**src/rtl/dispctl_cmd_decoder.sv**
```systemverilog
`timescale 1ns/1ps
module dispctl_cmd_decoder #(
  parameter int DEPTH     = 4,
  parameter int LINE_LEN  = 16,
  parameter int HSYNC_LEN = 3
) (
  input  logic       clk,
  input  logic       rst_n,
  input  logic       wr_en,
  input  logic       wr_is_cmd,
  input  logic [7:0] wr_data,
  input  logic       engine_busy,
  input  logic       vsync_in,
  input  logic [5:0] rd_idx,
  output logic [7:0] rd_data,
  output logic [7:0] status,
  output logic       disp_en,
  output logic       write_go,
  output logic       vect_go,
  output logic       text_go
);
  localparam int AW    = (DEPTH > 1) ? $clog2(DEPTH) : 1;
  localparam int LW    = $clog2(LINE_LEN + 1);
  localparam int NSLOT = 40;
  localparam int VEC   = 15;
  localparam int WMODE = 36;
  localparam logic [7:0] OP_SYNC_OFF = 8'h0E, OP_SYNC_ON = 8'h0F;
  localparam logic [7:0] OP_START = 8'h6B, OP_STOP = 8'h0C;
  localparam logic [7:0] OP_VEXEC = 8'h6C, OP_TEXEC = 8'h68;

  function automatic logic [7:0] vdef(input int i);
    if (i == VEC + 3 || i == VEC + 5) return 8'h08;
    if (i >= VEC + 7 && i <= VEC + 10) return 8'hFF;
    return 8'h00;
  endfunction

  // host FIFO
  logic [8:0]    mem [DEPTH];
  logic [AW-1:0] wp, rp;
  logic [AW:0]   fcnt;
  logic          full, empty, push, pop;

  assign full  = fcnt == (AW+1)'(DEPTH);
  assign empty = fcnt == '0;
  assign push  = wr_en & ~full;
  assign pop   = ~empty & ~engine_busy;

  always_ff @(posedge clk)
    if (push) mem[wp] <= {wr_is_cmd, wr_data};

  always_ff @(posedge clk or negedge rst_n) begin
    if (!rst_n) begin
      wp <= '0; rp <= '0; fcnt <= '0;
    end else begin
      if (push) wp <= (wp == AW'(DEPTH - 1)) ? '0 : wp + 1'b1;
      if (pop)  rp <= (rp == AW'(DEPTH - 1)) ? '0 : rp + 1'b1;
      case ({push, pop})
        2'b10:   fcnt <= fcnt + 1'b1;
        2'b01:   fcnt <= fcnt - 1'b1;
        default: fcnt <= fcnt;
      endcase
    end
  end

  logic [8:0] head;
  logic [7:0] hb;
  logic       is_cmd;
  assign head   = mem[rp];
  assign hb     = head[7:0];
  assign is_cmd = head[8];

  // command lookup
  logic [5:0] lut_pos;
  logic [3:0] lut_cnt;
  always_comb begin
    lut_pos = 6'd0;
    lut_cnt = 4'd0;
    if (hb[6:5] == 2'b01) begin
      lut_pos = 6'd37; lut_cnt = 4'd2;
    end else begin
      case (hb)
        OP_SYNC_OFF, OP_SYNC_ON: begin lut_pos = 6'd0;  lut_cnt = 4'd8;  end
        8'h4B:                   begin lut_pos = 6'd8;  lut_cnt = 4'd3;  end
        8'h47:                   begin lut_pos = 6'd11; lut_cnt = 4'd1;  end
        8'h49:                   begin lut_pos = 6'd12; lut_cnt = 4'd3;  end
        8'h4C:                   begin lut_pos = 6'd15; lut_cnt = 4'd11; end
        8'h78:                   begin lut_pos = 6'd26; lut_cnt = 4'd8;  end
        8'h4A:                   begin lut_pos = 6'd34; lut_cnt = 4'd2;  end
        default:                 begin lut_pos = 6'd0;  lut_cnt = 4'd0;  end
      endcase
    end
  end

  // decoder
  logic [7:0] cmd_q;
  logic [5:0] ptr;
  logic [3:0] rem;
  logic [7:0] prm [NSLOT];

  always_ff @(posedge clk or negedge rst_n) begin
    if (!rst_n) begin
      cmd_q <= '0; ptr <= '0; rem <= '0;
      disp_en <= 1'b0; write_go <= 1'b0; vect_go <= 1'b0; text_go <= 1'b0;
      for (int i = 0; i < NSLOT; i++) prm[i] <= vdef(i);
    end else begin
      write_go <= 1'b0;
      vect_go  <= 1'b0;
      text_go  <= 1'b0;
      if (pop) begin
        if (is_cmd) begin
          cmd_q <= hb;
          ptr   <= lut_pos;
          rem   <= lut_cnt;
          if (hb[6:5] == 2'b01) prm[WMODE] <= hb;
          if (hb == OP_START || hb == OP_SYNC_ON) disp_en <= 1'b1;
          if (hb == OP_STOP || hb == OP_SYNC_OFF) disp_en <= 1'b0;
          if (hb == OP_VEXEC || hb == OP_TEXEC) begin
            vect_go <= hb == OP_VEXEC;
            text_go <= hb == OP_TEXEC;
            for (int i = VEC + 1; i <= VEC + 10; i++) prm[i] <= vdef(i);
          end
        end else if (rem != 4'd0) begin
          prm[ptr] <= hb;
          ptr      <= ptr + 6'd1;
          rem      <= rem - 4'd1;
          if (rem == 4'd1 && (cmd_q & 8'hE4) == 8'h20) write_go <= 1'b1;
        end
      end
    end
  end

  assign rd_data = (rd_idx < 6'(NSLOT)) ? prm[rd_idx] : 8'h00;

  // raster position and status
  logic [LW-1:0] lpos;
  always_ff @(posedge clk or negedge rst_n)
    if (!rst_n) lpos <= '0;
    else        lpos <= (lpos == LW'(LINE_LEN - 1)) ? '0 : lpos + 1'b1;

  assign status = {1'b1, lpos < LW'(HSYNC_LEN), vsync_in, 1'b0,
                   engine_busy, empty, full, 1'b0};

  AST_FIFO_BOUND: assert property (@(posedge clk) disable iff (!rst_n)
    fcnt <= (AW+1)'(DEPTH));
  AST_DROP_FULL: assert property (@(posedge clk) disable iff (!rst_n)
    (full && wr_en && engine_busy) |=> fcnt == $past(fcnt));
  AST_HOLD_BUSY: assert property (@(posedge clk) disable iff (!rst_n)
    (engine_busy && !wr_en) |=> $stable(fcnt));
  AST_ONE_GO: assert property (@(posedge clk) disable iff (!rst_n)
    $onehot0({write_go, vect_go, text_go}));
  AST_WGO_PULSE: assert property (@(posedge clk) disable iff (!rst_n)
    write_go |=> !write_go);
  AST_EN_START: assert property (@(posedge clk) disable iff (!rst_n)
    (pop && is_cmd && hb == OP_START) |=> disp_en);
  AST_VEC_DEFAULT: assert property (@(posedge clk) disable iff (!rst_n)
    vect_go |-> (prm[VEC + 3] == 8'h08 && prm[VEC + 10] == 8'hFF));
  AST_LINE_WRAP: assert property (@(posedge clk) disable iff (!rst_n)
    (lpos == LW'(LINE_LEN - 1)) |=> lpos == '0);
endmodule

```
**config.mk**
```make
export PLATFORM = sky130hd
export DESIGN_NAME = dispctl_cmd_decoder
export DESIGN_NICKNAME = d
export VERILOG_FILES = /design/src/rtl/dispctl_cmd_decoder.sv
export SDC_FILE = /design/constraint.sdc
export NUM_CORES = 1
export LEC_CHECK = 0
export ABC_AREA = 1
export ABC_CLOCK_PERIOD_IN_PS = 2900
export BUFFER_PORTS_ARGS = -buffer_cell sky130_fd_sc_hd__buf_4
export CORE_MARGIN = 3
export CORE_UTILIZATION = 25
export CTS_BUF_LIST = sky130_fd_sc_hd__clkbuf_4 sky130_fd_sc_hd__clkbuf_8 sky130_fd_sc_hd__clkbuf_16
export CTS_CLUSTER_DIAMETER = 100
export DETAILED_ROUTE_END_ITERATION = 10
export RECOVER_POWER = 100
export SLEW_MARGIN = 20
export SYNTH_ARGS = -nofsm -noshare
export SYNTH_HDL_FRONTEND = slang
export SYNTH_SLANG_ARGS = --single-unit
```
**constraint.sdc**
```tcl
create_clock -name clk -period 2.9 [get_ports clk]
set_input_delay 0.145 -clock clk [delete_from_list [all_inputs] [get_ports clk]]
set_output_delay 0.145 -clock clk [all_outputs]
set_load 0.005 [all_outputs]
```
== Yosys cells after proc, flatten, opt, wreduce, memory -nomap -nowiden ==
Memory sizes are Yosys's and may differ from the RTL's.
Cells that the tools add are included.
Cells by class
  equal/unequal tests: 23
  $mul: 0
  reduce and logical (&&, ||, !) cells: 18
  add/subtract/negate cells: 7
  shift operators: 0
  divide/modulo/power cells: 0
  multiplexer cells: 43
  order comparisons: 5
  bitwise operators: 8
Operators by type and width (number)
  $bwmux 320: 1
  $mux 192: 1
  $mux 80: 2
  $eq 8x7->1 const B: 9
  $mux 8: 7
  $bmux 8 s6: 1
  $demux 8 s6: 1
  $pmux 6 s6: 1
  $eq 8x4->1 const B: 3
  $pmux 4 s5: 1
  $mux 6: 3
  $mux 1: 17
  $mux 4: 4
  $ge 7x7->1 const B: 2
  $not 6->7: 2
  $reduce_and 3->1: 4
  $lt 7x1->1 const B: 1
  $add 6x1->6 const B: 1
  $eq 2x2->1 const B: 3
  $lt 6x6->1 const B: 1
  $pmux 3 s2: 1
  $reduce_bool 2->1: 3
  $add 5x1->5 const B: 1
  $eq 5x4->1 const B: 1
  other kinds (21): 33
Storage, ports and cells
  logic and storage cells: 156
  bits in writable memories: 36
  input port bits: 20
  memories: 1
  output and inout port bits: 20
  memory bits (read-only): 0
  bits in latches: 0
  register bits: 354
Memories
  mem: words 4, bits a word 9, read ports 1, clocked after Yosys merged registers in 0, wr ports 1, line 38  | logic [8:0] mem [DEPTH];

== Longest topological paths before layout ==
An unclocked memory read counts as a cell.
  depth after elaboration: 9
  gate-level depth with buffers: 16
  depth with buffers taken out: 13

== Worst setup path before layout ==
OpenSTA, ideal clock, no wires.
  kind: register to register
  from: register fcnt[1]
  to: register fcnt[2]
  cell stages (with the launch flop): 10
  arrival time: 1.898 ns
  buffers on the path: 0
  library setup time: 0.131 ns
  setup slack: 0.872 ns
  data required time: 2.769 ns
  period minus slack after synthesis: 2.028 ns
  cells stage by stage: dfrtp_1 inv_1 nand2_1 o21ai_1 ha_1 inv_1 fa_1 a21oi_1 o21ai_0 xor2_1
Between the ends
  cells in the longest elaborated chain, start to end: 5
Ends and longest elaborated chain
  start: declaration: line 40  | logic [AW:0] fcnt;
  start signal: assignment: line 58  | 2'b10: fcnt <= fcnt + 1'b1;
  start signal: assignment: line 59  | 2'b01: fcnt <= fcnt - 1'b1;
  start signal: assignment: line 60  | default: fcnt <= fcnt;
  $eq 3x3->1 / $logic_not 3->1 (equally long branches): line 43, 44
  $not 1->1 (on tied branches): line 45, 46
  $and 1x1->1 (on tied branches): line 45, 46
  $eq 2x1->1 / $eq 2x2->1 (equally long branches): line 57  | case ({push, pop})
  $pmux 3 s2 / $reduce_bool 2->1 (equally long branches)
Parallel ways exist; a longest one is shown, timed or not.
A chain may end at the register's enable or synchronous reset.

== Worst setup path in the final report ==
  from: register rp[0]
  to: register prm[167] (netlist name)
Between the ends
  cells in the longest elaborated chain, start to end: 5
Ends and longest elaborated chain
  start: declaration: line 39  | logic [AW-1:0] wp, rp;
  start signal: assignment: line 56  | if (pop) rp <= (rp == AW'(DEPTH - 1)) ? '0 : rp + 1'b1;
  $mem_v2 4x9 *
  $eq 8x7->1: line 117  | if (hb == OP_VEXEC || hb == OP_TEXEC) begin
  $logic_or 1x1->1: line 117
  $ne 2x1->1 (no line)
  $reduce_and 3->1 (no line)
  end signal: indexed assignment: line 114  | if (hb[6:5] == 2'b01) prm[WMODE] <= hb;
  end signal: indexed assignment: line 123  | prm[ptr] <= hb;
  end: declaration: line 98  | logic [7:0] prm [NSLOT];
Mark *: on every way between the ends. The rest lies on a longest branch, timed or not. The select of a mux whose other input is x is not followed.

==> flow_summary.toml <==
[run_status]
status = "finished with violations"
violations = "max-capacitance violations, max-slew violations"

[sta]
timing.final.ws_setup_ns = 0.3298
rsz0062_at_grt = "no"
setup_viol = 0
fin_tns_setup_ns = 0
drv_slew = 70
max_freq_ghz = 0.3891
report.final.hold_viol_count = 0
hold_ws_ns = 0.06569
worst_slew_pin_slew_ns = 2.048
fin_crit_ns = 2.570
fin_skew_ns = 0.02937
fin_crit_sh_pct = 88.63
relSlewSlack_pct = -36.54

[setup_path]
cp.arrival_ns = 3.03
crit_top_cell = "nand2_1"
cp.required_ns = 3.36
rr_startpoint = "rp[0]"
worstRegToRegCells = 12
startpoint_type = "flip-flop"
slowest_stage = "dfrtp_1"
critPathMaxStageDelay_ns = 0.39
crit_type = "flip-flop to flip-flop"
r2r_slack_ns = 0.33
worstPathCellList = "inv_2, nand2_1, nand2_1, nand2_1, nand2_2, nand2_4, nor3_2, nand2_1, nand3_4, nand3_1, nand2_1, nand2_1"
crit_fanout = 28
cp-startpoint = "rp[0]"
reg2reg_to = "prm[167]"
end_kind = "flip-flop"

[placed_design]
dp_slack_ns = 0.3697
gp_congestion = 0.8461
post-place-cells = 3122
placed_area_sq_um = 19850
dp_hpwl_mm = 34.81
portBuffers = 34

[cells_and_area]
nFillCells = 7883
fin_area_sq_um = 21220
fin_util_pct = 29.03
multi_input_area_sq_um = 7550
fin_nets = 2251
syn_to_final_growth_pct = 14.77
seq_area_sq_um = 9882
fin_cells = 3216
drive_gt1_share_pct = 9.973

[synth]
syn-instance-count = 2215
synth_top_area_share_pct = 42.77
ys_seq_area_share_pct = 53.45
ys_async_sr_fraction_pct = 90.67
ys_top_cells_by_count = "nand2_1 (604), o21ai_0 (399), dfrtp_1 (316)"
syn-cell-area_sq_um = 18490
synthTopCellsByArea = "dfrtp_1 (43%), nand2_1 (12%), o21ai_0 (11%)"
synth_edf_count = 36
yosys_warnings = 0
synth.most_common_cell = "nand2_1"
synth_flop_cell = "dfrtp_1"
ys_ff_latch = 386
ys_types = 47
yosysTopAreaCell = "dfrtp_1"
syn_avg_cell_area_sq_um = 8.347

[floorplanning]
rows = 99
core_sq_um = 73080
die_h_microns = 277.9
initial_core_util_pct = 25.30
die_area_sq_um = 77250
die_w_microns = 277.9
io_pins = 40

[cts]
cts.sinks = 386
cts_root_buf = "clkbuf_16"
clkLatencyLatePin_ns = 0.58
cts_tree = "built"
clockBufferDepth = 3
numCtsBuffers = 44
h-tree-depth = 2
cts.clk_slew.worst_paths_ns = 0.06

[drt]
drt_iter0_drc = 1537
wirelength_mm = 54.22
antenna_left = 0
via_per_inst = 4.819
wl_per_cell_microns = 16.86
vias = 15500
remaining_drc_errors = 0
firstDrtPassIters = 5

[power_and_ir_drop]
power.density_nw_per_um2 = 968.6
p_total_mw = 20.55
max-vdd-ir-drop_uv = 520.4
power_leakage_nw = 9.366

[min_path]
holdPathEnd = "wp[1]"
holdPathStages = 4
hold_class = "input port to flip-flop"
min_from = "wr_en"

[run]
maxCapViolCount = 1

[global_route]
grt_max_degree = 73
grt_overflow_total = 0
grt_antenna_before_repair = 1
grt_pass1_wl_mm = 87.15
grt_pass1_vias = 14960
grtUsageTotal_pct = 13.95
-- cell usage in the layout, fill, tap and decap left out, drive strengths merged, types with 34 or more instances in the layout --
| cell | synthesis | final |
|---|---|---|
| inv | 63 | 67 |
| nand3 | 91 | 91 |
| nor2 | 242 | 242 |
| edfxtp | 36 | 36 |
| nand2 | 615 | 615 |
| o221ai | 36 | 36 |
| o211ai | 40 | 40 |
| clkbuf | 117 | 107 |
| nand4 | 43 | 43 |
| buf | 39 | 61 |
| dfstp | 34 | 34 |
| dfrtp | 316 | 316 |
| o21ai | 457 | 457 |
-- worst max path at each step --
stage,slack (ns),cells past startpoint,endpoint
2_1_floorplan,0.87,9,fcnt[2]
6_report,0.33,12,prm[167]
4_1_cts,0.36,12,prm[167]
3_5_place_dp,0.37,12,prm[167]
5_1_grt,0.07,11,prm[23]
3_3_place_gp,0.47,12,prm[161]
-- registers in the layout, indices dropped and copies added (netlist names) --
signal and cells:
write_go 1, text_go 1, wp 2, disp_en 1, rem 4, vect_go 1, prm 320, mem 36
fcnt 3, rp 2, ptr 6, cmd_q 4, lpos 5
-- layout make-up --
cell class | instances | area share (%)
Sequential cell | 386 | 46.57
Multi-Input combinational cell | 1607 | 35.58
Clock buffer | 65 | 6.250
Tap cell | 959 | 5.655
Timing Repair Buffer | 114 | 4.122
Inverter | 67 | 1.203
Clock inverter | 17 | 0.6073
Antenna cell | 1 | 0.01179
-- report_power, final --
group | internal, mW | switching (mW) | leakage, nW
clock network | 3.27 | 2.29 | 0.735
logic | 1.94 | 5.01 | 3.65
registers | 7.17 | 0.863 | 4.98
total | 12.4 | 8.16 | 9.37
-- logic make-up after synthesis --
logic type | Yosys count | share of synthesized area (%)
flip-flops | 386 | 53.45
XOR/XNOR | 9 | 0.4264
adder cells (fa/ha/maj) | 11 | 0.7851
AO/OA/AOI/OAI | 576 | 17.22
buffers and inverters | 223 | 5.272
other | 2 | 0.04062
AND/OR/NAND/NOR | 1008 | 22.81
-- worst max-delay path, delay by kind of cell (launching register included) --
kind / cells / cell delay [ns]
flip-flops: 1 / 0.39
AND/OR/NAND/NOR: 11 / 1.79
buffers and inverters: 1 / 0.27
-- metal layers --
layer / wire, microns / GRT usage [%] / share of wire (%)
met3: 3192 / 2.550 / 5.9
met4: 1315 / 4.021 / 2.4
met2: 24220 / 21.67 / 45
met1: 25490 / 19.85 / 47
met5: 0 / 0 / 0
-- timing repair --
item / in CTS / in global routing
setup buffers: 0 / 0
hold buffers: 11 / 0
gates resized for setup: 0 / 0
hold endpoints to repair: 103 / 0
setup endpoints to repair: 0 / 0
(Power assumes the default switching activity.)
